**src/rtl/cbist_pkg.sv**
```systemverilog
package cbist_pkg;
    localparam int PAT_W = 8;
    localparam logic [PAT_W-1:0] PAT_TAPS = 8'hB8;
    localparam logic [PAT_W-1:0] PAT_SEED = 8'h01;
    localparam int LIMIT_W = 8;
    localparam int COUNT_W = 16;

    typedef enum logic [1:0] {
        PH_IDLE = 2'd0,
        PH_RUN  = 2'd1,
        PH_DONE = 2'd2
    } phase_e;
endpackage

```
**src/rtl/cbist_lfsr.sv**
```systemverilog
module cbist_lfsr #(
    parameter int              W    = cbist_pkg::PAT_W,
    parameter logic [W-1:0]    TAPS = cbist_pkg::PAT_TAPS,
    parameter logic [W-1:0]    SEED = cbist_pkg::PAT_SEED
) (
    input  logic         clk,
    input  logic         rst_n,
    input  logic         load,
    input  logic         step,
    output logic [W-1:0] pattern
);
    logic [W-1:0] pat_d, pat_q;

    function automatic logic [W-1:0] shift_once(input logic [W-1:0] x);
        return {x[W-2:0], ^(x & TAPS)};
    endfunction

    always_comb begin
        pat_d = pat_q;
        if (load)      pat_d = SEED;
        else if (step) pat_d = shift_once(pat_q);
    end

    always_ff @(posedge clk or negedge rst_n) begin
        if (!rst_n) pat_q <= SEED;
        else        pat_q <= pat_d;
    end

    assign pattern = pat_q;

    // a maximal-length generator with nonzero seed never reaches zero
    p_nonzero_r4: assert property (@(posedge clk) disable iff (!rst_n)
        pat_q != '0);
endmodule

```
**src/rtl/cbist_misr.sv**
```systemverilog
module cbist_misr #(
    parameter int           W    = cbist_pkg::PAT_W,
    parameter logic [W-1:0] TAPS = cbist_pkg::PAT_TAPS
) (
    input  logic         clk,
    input  logic         rst_n,
    input  logic         clear,
    input  logic         capture,
    input  logic [W-1:0] resp,
    output logic [W-1:0] sig
);
    logic [W-1:0] sig_d, sig_q;

    function automatic logic [W-1:0] shift_once(input logic [W-1:0] x);
        return {x[W-2:0], ^(x & TAPS)};
    endfunction

    always_comb begin
        sig_d = sig_q;
        if (clear)        sig_d = '0;
        else if (capture) sig_d = shift_once(sig_q) ^ resp;
    end

    always_ff @(posedge clk or negedge rst_n) begin
        if (!rst_n) sig_q <= '0;
        else        sig_q <= sig_d;
    end

    assign sig = sig_q;

    // without clear or capture the signature holds
    p_hold_r11: assert property (@(posedge clk) disable iff (!rst_n)
        (!clear && !capture) |=> sig_q == $past(sig_q));
endmodule

```
**src/rtl/cbist_wait_timer.sv**
```systemverilog
module cbist_wait_timer #(
    parameter int LIM_W = cbist_pkg::LIMIT_W
) (
    input  logic             clk,
    input  logic             rst_n,
    input  logic             clear,
    input  logic             tick,
    input  logic [LIM_W-1:0] limit,
    output logic             expire
);
    logic [LIM_W-1:0] wait_d, wait_q;
    logic [LIM_W:0]   next_cnt;

    assign next_cnt = {1'b0, wait_q} + {{LIM_W{1'b0}}, 1'b1};
    assign expire   = tick && !clear && (next_cnt >= {1'b0, limit});

    always_comb begin
        wait_d = wait_q;
        if (clear || expire) wait_d = '0;
        else if (tick)       wait_d = next_cnt[LIM_W-1:0];
    end

    always_ff @(posedge clk or negedge rst_n) begin
        if (!rst_n) wait_q <= '0;
        else        wait_q <= wait_d;
    end

    // an expiry restarts the window
    p_expire_clears_r6: assert property (@(posedge clk) disable iff (!rst_n)
        expire |=> wait_q == '0);
endmodule

```
**src/rtl/cbist_match_ctrl.sv**
```systemverilog
module cbist_match_ctrl #(
    parameter int           W     = cbist_pkg::PAT_W,
    parameter logic [W-1:0] TAPS  = cbist_pkg::PAT_TAPS,
    parameter logic [W-1:0] SEED  = cbist_pkg::PAT_SEED,
    parameter int           LIM_W = cbist_pkg::LIMIT_W,
    parameter int           CNT_W = cbist_pkg::COUNT_W
) (
    input  logic             clk,
    input  logic             rst_n,
    input  logic             start,
    input  logic [LIM_W-1:0] cfg_wait_limit,
    input  logic [CNT_W-1:0] cfg_num_patterns,
    input  logic [W-1:0]     func_in,
    input  logic [W-1:0]     cut_resp,
    output logic [W-1:0]     cut_in,
    output logic             test_sel,
    output logic [W-1:0]     signature,
    output logic             done
);
    import cbist_pkg::*;

    typedef struct packed {
        phase_e           phase;
        logic             sel;
        logic [LIM_W-1:0] lim;
        logic [CNT_W-1:0] num;
        logic [CNT_W-1:0] cnt;
    } ctrl_t;

    ctrl_t        st_d, st_q;
    logic [W-1:0] pattern;
    logic         running, apply, miss, expire;
    logic [CNT_W-1:0] cnt_inc;

    assign running = (st_q.phase == PH_RUN) && !start;
    assign cut_in  = st_q.sel ? pattern : func_in;
    assign apply   = running && (cut_in == pattern);
    assign miss    = running && !apply;
    assign cnt_inc = st_q.cnt + {{(CNT_W-1){1'b0}}, 1'b1};

    cbist_lfsr #(.W(W), .TAPS(TAPS), .SEED(SEED)) u_gen (
        .clk     (clk),
        .rst_n   (rst_n),
        .load    (start),
        .step    (apply),
        .pattern (pattern)
    );

    cbist_misr #(.W(W), .TAPS(TAPS)) u_sig (
        .clk     (clk),
        .rst_n   (rst_n),
        .clear   (start),
        .capture (apply),
        .resp    (cut_resp),
        .sig     (signature)
    );

    cbist_wait_timer #(.LIM_W(LIM_W)) u_wait (
        .clk    (clk),
        .rst_n  (rst_n),
        .clear  (start || apply),
        .tick   (miss),
        .limit  (st_q.lim),
        .expire (expire)
    );

    always_comb begin
        st_d     = st_q;
        st_d.sel = 1'b0;
        if (start) begin
            st_d.lim   = cfg_wait_limit;
            st_d.num   = cfg_num_patterns;
            st_d.cnt   = '0;
            st_d.phase = (cfg_num_patterns == '0) ? PH_DONE : PH_RUN;
        end else if (apply) begin
            st_d.cnt = cnt_inc;
            if (cnt_inc == st_q.num) st_d.phase = PH_DONE;
        end else if (miss && expire) begin
            st_d.sel = 1'b1;
        end
    end

    always_ff @(posedge clk or negedge rst_n) begin
        if (!rst_n) begin
            st_q.phase <= PH_IDLE;
            st_q.sel   <= 1'b0;
            st_q.lim   <= '0;
            st_q.num   <= '0;
            st_q.cnt   <= '0;
        end else begin
            st_q <= st_d;
        end
    end

    assign test_sel = st_q.sel;
    assign done     = (st_q.phase == PH_DONE);

    // forced selection lasts one cycle
    p_sel_pulse_r7: assert property (@(posedge clk) disable iff (!rst_n)
        st_q.sel |=> !st_q.sel);

    // a forced cycle always steps the generator
    p_forced_steps_r7: assert property (@(posedge clk) disable iff (!rst_n)
        (st_q.sel && st_q.phase == PH_RUN && !start) |=> pattern != $past(pattern));

    // once done, the signature and done hold until a new start
    p_done_hold_r9: assert property (@(posedge clk) disable iff (!rst_n)
        (done && !start) |=> (done && $stable(signature) && !test_sel));

    // applied count never reaches the target while running
    p_cnt_bound_r9: assert property (@(posedge clk) disable iff (!rst_n)
        (st_q.phase == PH_RUN) |-> st_q.cnt < st_q.num);

    // a miss does not touch the signature
    p_miss_no_sig_r11: assert property (@(posedge clk) disable iff (!rst_n)
        miss |=> $stable(signature));
endmodule

```
**config.mk**
```make
export PLATFORM = sky130hd
export DESIGN_NAME = cbist_match_ctrl
export DESIGN_NICKNAME = d
export VERILOG_FILES = /design/src/rtl/cbist_pkg.sv /design/src/rtl/cbist_lfsr.sv /design/src/rtl/cbist_misr.sv /design/src/rtl/cbist_wait_timer.sv /design/src/rtl/cbist_match_ctrl.sv
export SDC_FILE = /design/constraint.sdc
export NUM_CORES = 1
export LEC_CHECK = 0
export CAP_MARGIN = 20
export CORE_MARGIN = 5
export CORE_UTILIZATION = 40
export DETAILED_ROUTE_END_ITERATION = 10
export PLACE_DENSITY = 0.69
export SYNTH_ARGS = -nofsm -noshare
export SYNTH_HDL_FRONTEND = slang
export SYNTH_HIERARCHICAL = 1
export SYNTH_SLANG_ARGS = --single-unit
```
**constraint.sdc**
```tcl
create_clock -name clk -period 2.1 [get_ports clk]
set_input_delay 0.42 -clock clk [delete_from_list [all_inputs] [get_ports clk]]
set_output_delay 0.42 -clock clk [all_outputs]
set_load 0.02 [all_outputs]
```
# Word level (Yosys, flattened, before mapping)
# Index checks and enable logic that the tools add are counted.
# W data, S select, Z words.
# word_totals
register_bits	67
output_inout_bits	18
# classes
mux	16
bitwise_logic	1
n_reduce_logical	18
magnitude_cmp	1
n_addsub	2
n_eq_ne	4
# op_table
operator	count
$mux W8	7
$mux W16	2
$add A16 B1 Y16 const B	1
$eq A16 B16 Y1	1
$logic_not A16 Y1	1
$reduce_xor A8 Y1	2
$add A8 B1 Y9 const B	1
$ge A9 B8 Y1	1
$eq A8 B8 Y1	1
$mux W2	4
$xor A8 B8 Y8	1
$logic_and A1 B1 Y1	6
$reduce_bool A2 Y1	3
$logic_not A1 Y1	3
$mux W1	3
$eq A2 B1 Y1 const B	1
$eq A2 B2 Y1 const B	1
$logic_or A1 B1 Y1	2
$reduce_and A2 Y1	1

# Logic depth before layout (Yosys ltp)
# depth
ltp_word	11
mapped_depth	10

# Cells and area by module
# The synthesis kept the hierarchy.
# by_module_without_submodules
module	instances	seq_area_each_um2	cells_per_inst	area_per_inst_um2
cbist_match_ctrl	1	1076.0	251	2571.2
cbist_wait_timer	1	200.2	82	733.2
cbist_misr	1	200.2	38	419.2
cbist_lfsr	1	201.4	30	347.8

# Worst setup path before layout
# No wires, ideal clock.
# synth_timing
path_type	register -> register
from	reg st_q[0] in the netlist's numbering
to	reg st_q[42] in the netlist's numbering
stages_incl_launch_ff	8
path_slack_ns	-0.204
synth_period_minus_slack_ns	2.304
t_arrival_ns	2.181
cell_sequence	dfrtp_1 -> ha_1 -> nand3_2 -> or4_4 -> and4b_1 -> a311o_1 -> and4_1 -> a211o_1
# synth_via
elab_chain_cells	4
# synth_lines
item	line	rtl
from (decl)	cbist_match_ctrl.sv:30	ctrl_t st_d, st_q;
from (signal assigned)	cbist_match_ctrl.sv:91	st_q <= st_d;
$add A16 B1 Y16	cbist_match_ctrl.sv:39	assign cnt_inc = st_q.cnt + {{(CNT_W-1){1'b0}}, 1'b1};
$eq A16 B16 Y1	cbist_match_ctrl.sv:77	if (cnt_inc == st_q.num) st_d.phase = PH_DONE;
$reduce_bool A2 Y1 (no source line)	n/a	
$reduce_and A2 Y1 (no source line)	n/a	
# Every way passes these cells.
# A chain may end at the register's enable or synchronous reset.

==> results.md <==
- Synthesized area per cell: 10.2 um^2
- Max Fanout on Critical Path: 3
- Final worst path period need: 2300 ps
- Initial antenna violation count: 0
- CP required: 2330 ps
- Setup Viol. Count Final: 21
- Synth Warn #: 6
- Critical Path Start: u_wait/wait_q[4]
- DP HPWL: 7460 um
- Vias per Instance: 5.29
- DRT iter0 DRCs: 115
- Peak supply drop: 326 uV
- Row cnt: 36
- CTS Root Cell: clkbuf_8
- Hold Crit Class: in2async
- FFs w/ async S/R, synth: 1.00
- Top_reg_cell synth: dfrtp_1
- Die Y-Extent: 111 um
- Slew Viols, Final: 0
- DRT Pass-1 Iters: 4
- Initial Util: 0.413
- Path depth of the worst reg2reg path: 10
- Total Nets Final: 592
- First-pass GRT wire length: 17800 um
- Clock buffer count from CTS: 9
- Worst setup SP type: flop
- CP Capture Type: flop
- Post-synth EDFFs: 0
- Clock-pin slew on the worst setup and hold paths: 80 ps
- Mapped Nets: 454
- Clock Path Buffers: 2
- Routed wire length: 10900 um
- Cells after Synth: 401
- Failing checks: negative setup slack
- Number of synthesized register bits: 67
- Register-to-register path setup slack: -200 ps
- Diodes inserted: 0
- Reg2reg start: u_wait/wait_q[4]
- Max-cap viol count: 0
- Post-route clock period utilization: 1.09
- Worst EP arrival: 2530 ps
- Leakage Power: 0.00258 uW
- Critical R2R Capture: test_sel
- Drt drc: 0
- Vias in the first global route: 3672
- Post-route ant nets: 0
- Hold Buf Count CTS: 0
- Cell Pwr Density: 497 nW/um^2
- Via count: 3583
- Layout area overhead: 50.7%
- Setup slack after layout: -199 ps
- Slew HR: 0.649
- Distinct cells, synth: 57
- Die width: 111 um
- RSZ-0062 raised after global routing: yes
- Max Freq: 0.435 GHz
- Largest net degree at the start of global routing: 48
- Gp weighted congestion: 0.902
- Power, Total: 3050 uW
- Worst-margin pin slew: 527 ps
- IO Pins: 61
- H-tree Lvls: 3
- Most frequent cells in the layout: buf_4 (74), dfrtp_1 (60), clkdlybuf4s50_1 (44)
- Syn Std Cell Area: 4070 um^2
- DP Area: 5330 um^2
- Design Area, Final: 6140 um^2
- Final Hold Viols: 0
- Setup Crit Path Kind: reg2reg
- Core Area: 9860 um^2
- Full die area: 12300 um^2
- CTS tree: built
- All-Layer GR Usage: 0.174
- Buffers added on ports: 60
- Status: complete, but fails checks
- Sinks on Clock Net: 67
- WL per Instance: 16.2 um
- Clock Skew: 13.5 ps
- GRT overflow: 0
- Most common cell after layout, fill and taps aside: buf_4
- Share of cells above drive strength 1: 0.382
- Clock latency on the worst-skew pair: 350 ps
- Register area share after synthesis: 0.412
## synthesized netlist by cell type, drive strengths merged (2+ instances only)
library cell / number / area (um^2)
o41ai: 3 / 26.3
mux2i: 8 / 80.1
or4: 3 / 26.3
a211oi: 7 / 52.6
buf: 15 / 73.8
dfrtp: 66 / 1650
or2: 3 / 18.8
nand2b: 8 / 50.1
a21o: 3 / 22.5
a41o: 3 / 30.0
a21oi: 10 / 50.1
o211ai: 2 / 15.0
o21ai: 6 / 33.8
nor2b: 4 / 25.0
and2: 3 / 18.8
nor4b: 5 / 43.8
and4: 2 / 17.5
a31oi: 2 / 12.5
xor2: 18 / 158
nor3: 10 / 50.1
a211o: 2 / 17.5
nor3b: 5 / 37.5
nor4: 13 / 81.3
xnor2: 38 / 333
nand3: 12 / 70.1
nand4: 5 / 31.3
and3: 4 / 30.0
o21a: 2 / 15.0
ha: 10 / 125
clkbuf: 11 / 41.3
inv: 12 / 45.0
nor2: 42 / 158
mux2: 32 / 360
o31ai: 3 / 22.5
nand2: 13 / 48.8
## area by class of cell
class | instances | area (um^2)
fill | 768 | 3730
multi-input combinational | 296 | 2610
sequential | 67 | 1690
timing repair buffer | 153 | 1420
tap | 133 | 166
clock buffer | 9 | 124
clock inverter | 7 | 92.6
inverter | 12 | 45.0
## registers in the layout, indices dropped and copies added, names as in the netlist
| register | flops |
|---|---|
| st_q | 42 |
| u_gen/pattern | 8 |
| u_sig/sig | 8 |
| u_wait/wait_q | 8 |
| test_sel | 1 |
## cell families after synthesis
| group | count (synthesis) | share of synthesized area |
|---|---|---|
| multiplexers | 40 | 0.108 |
| buffers and inverters | 38 | 0.0393 |
| flip-flops | 67 | 0.412 |
| AND/OR/NAND/NOR | 138 | 0.187 |
| XOR/XNOR | 57 | 0.126 |
| adder cells (fa/ha/maj) | 10 | 0.0307 |
| AO/OA/AOI/OAI | 51 | 0.0968 |
## critical path, stage by stage (launching register included)
cell and delay, ps:
dfrtp_1 380, buf_4 160, nand2_2 70, nor2_2 150, xor2_2 200, ha_1 260
and3_4 200, a221oi_4 290, o21a_1 220, a21oi_1 90, and3_1 160
## power by group
group,internal [uW],leakage [uW],switching (uW)
combinational,255,0.00162,209
sequential,1340,0.000862,45.5
clock,664,0.000101,532
total,2260,0.00258,786
## per-stage QoR
step                 util  hold WS, ps  instances  TNS [ps]  setup WS [ps]
finish              0.622         46.2        677     -1950           -199
global route        0.622         81.6        677     -5420           -298
global placement    0.540          430        637    -12940           -429
CTS                 0.576         57.3        654     -1370           -172
floorplan               -          124        401      -156          -86.9
detailed placement  0.540          438        637    -17240           -618
## worst max-delay path by stage
stage,endpoint,slack (ps),cells past startpoint
after floorplan,st_q[42],-90,7
after CTS,test_sel,-170,9
after global placement,u_wait/wait_q[3],-430,8
final,test_sel,-200,10
after global routing,test_sel,-300,9
after detailed placement,u_wait/wait_q[3],-620,8
## layer usage
metal  share of wire  global-route usage
met5               0                   0
met4           0.024              0.0616
met3           0.046              0.0415
met2            0.50               0.292
met1            0.43               0.218
## what timing repair did
action	4_1_cts	5_1_grt
gates resized for setup	34	57
setup buffers	1	22
endpoints found under the setup margin	39	40
endpoints found under the hold margin	0	0
cloned	0	2
pin swaps	16	33
(Power assumes the default switching activity.)
